**src/rtl/alu_core.sv**
```systemverilog
module alu_core #(
  parameter int WIDTH = 32
) (
  input  logic [WIDTH-1:0] op_x,
  input  logic [WIDTH-1:0] op_y,
  input  logic [3:0]       op_sel,
  output logic [WIDTH-1:0] result,
  output logic             ovf,
  output logic             equal
);
  localparam int SHW = $clog2(WIDTH);
  localparam logic [3:0] SEL_SLL  = 4'd0;
  localparam logic [3:0] SEL_SRL  = 4'd1;
  localparam logic [3:0] SEL_SRA  = 4'd2;
  localparam logic [3:0] SEL_ADD  = 4'd5;
  localparam logic [3:0] SEL_ADDU = 4'd6;
  localparam logic [3:0] SEL_SUB  = 4'd7;
  localparam logic [3:0] SEL_SUBU = 4'd8;
  localparam logic [3:0] SEL_AND  = 4'd9;
  localparam logic [3:0] SEL_OR   = 4'd10;
  localparam logic [3:0] SEL_SLT  = 4'd11;
  localparam logic [3:0] SEL_SLTU = 4'd12;

  logic [SHW-1:0]          amt;
  logic [WIDTH-1:0]        sum, diff;
  logic signed [WIDTH-1:0] y_sgn, x_sgn;
  logic                    add_ov, sub_ov, lt_s, lt_u;

  assign amt    = op_x[SHW-1:0];
  assign x_sgn  = op_x;
  assign y_sgn  = op_y;
  assign sum    = op_x + op_y;
  assign diff   = op_x - op_y;
  assign add_ov = (op_x[WIDTH-1] == op_y[WIDTH-1]) && (sum[WIDTH-1]  != op_x[WIDTH-1]);
  assign sub_ov = (op_x[WIDTH-1] != op_y[WIDTH-1]) && (diff[WIDTH-1] != op_x[WIDTH-1]);
  assign lt_s   = x_sgn < y_sgn;
  assign lt_u   = op_x < op_y;
  assign equal  = op_x == op_y;

  always_comb begin
    result = '0;
    unique case (op_sel)
      SEL_SLL:            result = op_y << amt;
      SEL_SRL:            result = op_y >> amt;
      SEL_SRA:            result = y_sgn >>> amt;
      SEL_ADD, SEL_ADDU:  result = sum;
      SEL_SUB, SEL_SUBU:  result = diff;
      SEL_AND:            result = op_x & op_y;
      SEL_OR:             result = op_x | op_y;
      SEL_SLT:            result = {{(WIDTH-1){1'b0}}, lt_s};
      SEL_SLTU:           result = {{(WIDTH-1){1'b0}}, lt_u};
      default:            result = '0;
    endcase
  end

  assign ovf = ((op_sel == SEL_ADD) && add_ov) || ((op_sel == SEL_SUB) && sub_ov);
endmodule

```
**config.mk**
```make
export PLATFORM = sky130hd
export DESIGN_NAME = alu_core
export DESIGN_NICKNAME = d
export VERILOG_FILES = /design/src/rtl/alu_core.sv
export SDC_FILE = /design/constraint.sdc
export NUM_CORES = 1
export LEC_CHECK = 0
export BUFFER_PORTS_ARGS = -buffer_cell sky130_fd_sc_hd__buf_4
export CAP_MARGIN = 20
export CELL_PAD_IN_SITES_DETAIL_PLACEMENT = 1
export CELL_PAD_IN_SITES_GLOBAL_PLACEMENT = 1
export CORE_MARGIN = 5
export CORE_UTILIZATION = 40
export DETAILED_ROUTE_END_ITERATION = 6
export GPL_TIMING_DRIVEN = 1
export PLACE_DENSITY_LB_ADDON = 0.05
export SLEW_MARGIN = 20
export SYNTH_ARGS = -nofsm -noshare
export SYNTH_HDL_FRONTEND = slang
export SYNTH_SLANG_ARGS = --single-unit
```
**constraint.sdc**
```tcl
create_clock -name vclk -period 13.3
set_clock_uncertainty 0.1 [all_clocks]
set_input_delay 3.325 -clock vclk [all_inputs]
set_output_delay 3.325 -clock vclk [all_outputs]
set_load 0.01 [all_outputs]
```
==> impl_metrics.env <==
export IMPL_grt_usage_pct=33.6
export IMPL_nets=1451
export IMPL_p_per_area_nw_per_um2=46.3
export IMPL_grt_use_met2_pct=55.3
export IMPL_setup_ws_ns=2.31
export IMPL_wire_per_inst_um=27.7
export IMPL_layout_drive_gt1_share_pct=15.6
export IMPL_rsz0062_at_grt="false"
export IMPL_grt_pass1_vias=10570
export IMPL_maxSlewViolCount=0
export IMPL_crit_arrival_ns=7.57
export IMPL_p_leak_nw=4.15
export IMPL_place_gp_congestion=0.966
export IMPL_syn_nets=1424
export IMPL_area_delta_synth_final_pct=9.60
export IMPL_hold_ws_ns=7.13
export IMPL_viasPerCell=6.87
export IMPL_dp_hpwl_um=33400
export IMPL_nClkBuffers=0
export IMPL_worstPathMaxFanout=31
export IMPL_critical_path_class="input port to output pin"
export IMPL_hp_class="input port to output pin"
export IMPL_setup_violations_final=0
export IMPL_fin_crit_ns=10.99
export IMPL_maxCapViolations=0
export IMPL_via_count=10660
export IMPL_groute_layer_met3_usage_pct=4.15
export IMPL_fin_tns_setup_ns=0
export IMPL_regArea_um2=0
export IMPL_synth_top_area_share_pct=14.7
export IMPL_max_vdd_ir_drop_mv=0.0294
export IMPL_place_ws_ns=2.40
export IMPL_gr_usage_met1_pct=45.3
export IMPL_synthTopCellsByCount="157 x nor2_1, 109 x a21oi_1, 102 x ha_1, 102 x nand2_1, 96 x inv_1"
export IMPL_multi_input_area_um2=7890
export IMPL_synth_yosys_warnings=0
export IMPL_cts_repair_resized=0
export IMPL_yosys_top_cells_area="ha_1 15%, mux4_2 14%, nor2_1 6.8%"
export IMPL_drc=0
export IMPL_post_cts_buffers=0
export IMPL_slew_headroom_pct=32.4
export IMPL_n_antenna_cell=0
export IMPL_ys_seq_area_share_pct=0
export IMPL_final_hold_violation_count=0
export IMPL_start_kind="input port"
export IMPL_die_h_um=157
export IMPL_syn_inst=1252
export IMPL_wl_um=43000
export IMPL_ioPinCount=102
export IMPL_placementRows=53
export IMPL_cts_hold_buf=0
export IMPL_grt_max_degree=72
export IMPL_grt_first_pass_wirelength_um=64700
export IMPL_num_fill_cells=2785
export IMPL_required_ns=9.88
export IMPL_flops_and_latches=0
export IMPL_synth_area_leader_cell="ha_1"
export IMPL_initial_core_util_pct=41.0
export IMPL_tightestPinTransition_ns=1.01
export IMPL_synth_most_common_cell="nor2_1"
export IMPL_synth_area_um2=8670
export IMPL_cp_end_kind="output pin"
export IMPL_fmax_mhz=91.0
export IMPL_die_x_um=157
export IMPL_min_period_over_period_pct=82.7
export IMPL_numPortBuffers=102
export IMPL_drt_antenna_violating_nets=0
export IMPL_syn_area_per_cell_um2=6.92
export IMPL_outcome="finished, final reports clean"
export IMPL_synth_cell_types=83
export IMPL_antenna_found_initial=0
export IMPL_die_area_um2=24700
export IMPL_coreArea_um2=21200
export IMPL_drt_iter0_drc=956
export IMPL_firstDrtPassIters=7
export IMPL_gr_total_overflow=0
export IMPL_busiest_layer="met2"
## final timing paths
check	startpoint	endpoint	slack, ns	cells after the start
setup / recovery	op_x[1]	ovf	2.31	14
hold / removal	op_x[9]	result[9]	7.13	5
## critical path: stages
cell and delay, ns:
buf_4 0.34, clkinv_1 0.44, buf_4 0.33, ha_1 0.36, o21ba_1 0.22, or4_4 0.45
a21oi_4 0.23, nor4_1 0.14, or2_1 0.29, o31a_1 0.29, o31ai_2 0.28, mux2_1 0.36
a311o_1 0.33, buf_4 0.15
## placed cells by master (no fill, tap or decap), types with 7 or more instances in the layout
cell | synthesis | layout
nand2b_1 | 14 | 14
o221ai_1 | 13 | 13
mux4_2 | 52 | 52
mux2i_1 | 39 | 39
nand2_1 | 102 | 102
a31oi_1 | 16 | 16
a21o_1 | 22 | 21
or3_1 | 12 | 12
inv_1 | 96 | 96
o2111ai_1 | 8 | 8
nor3_1 | 27 | 27
a21oi_1 | 109 | 107
o22ai_1 | 13 | 13
nor2_1 | 157 | 157
o21bai_1 | 8 | 8
nor2b_1 | 17 | 17
a211o_1 | 9 | 9
a221oi_1 | 22 | 22
o21ai_0 | 72 | 72
nand3_1 | 25 | 25
nor4_1 | 16 | 16
o31ai_1 | 10 | 10
o31a_1 | 7 | 7
o21ai_1 | 27 | 27
a221o_1 | 19 | 19
ha_1 | 102 | 102
o211ai_1 | 22 | 22
buf_4 | 8 | 117
nand4_1 | 9 | 9
a211oi_1 | 21 | 21
## per-stage QoR
| step | cell area [um2] | cells | util [%] | total power, mW |
|---|---|---|---|---|
| 2_1_floorplan | 8670 | 1252 | - | 0.271 |
| 3_3_place_gp | 9500 | 1552 | 44.9 | 0.425 |
| 3_5_place_dp | 9500 | 1552 | 44.9 | 0.429 |
| 4_1_cts | 9500 | 1552 | 44.9 | 0.431 |
| 5_1_grt | 9500 | 1552 | 44.9 | 0.470 |
| 6_report | 9500 | 1552 | 44.9 | 0.440 |
## power breakdown
group	switching, mW	total, mW	internal [mW]
clock network	0	0	0
logic	0.276	0.440	0.164
registers	0	0	0
total	0.276	0.440	0.164
## cell type report
cell class | count | share of cell area [%]
Multi-Input combinational cell | 1058 | 83.1
Timing Repair Buffer | 117 | 9.25
Inverter | 102 | 4.03
Tap cell | 275 | 3.62
## cell families after synthesis
logic type      synth area share, %
compound gates                 34.6
simple gates                   22.0
mux                            18.9
fa+ha+maj                      15.2
xor+xnor                      0.101
buf+inv                        9.17
## routing by layer
layer / routed length, um / vias to the layer above
met2: 19600 / 520
met5: 0 / -
met1: 18100 / 5255
met3: 3280 / 114
met4: 2010 / 0
li1: - / 4771
Note: power is estimated with default switching activity, not from simulation.
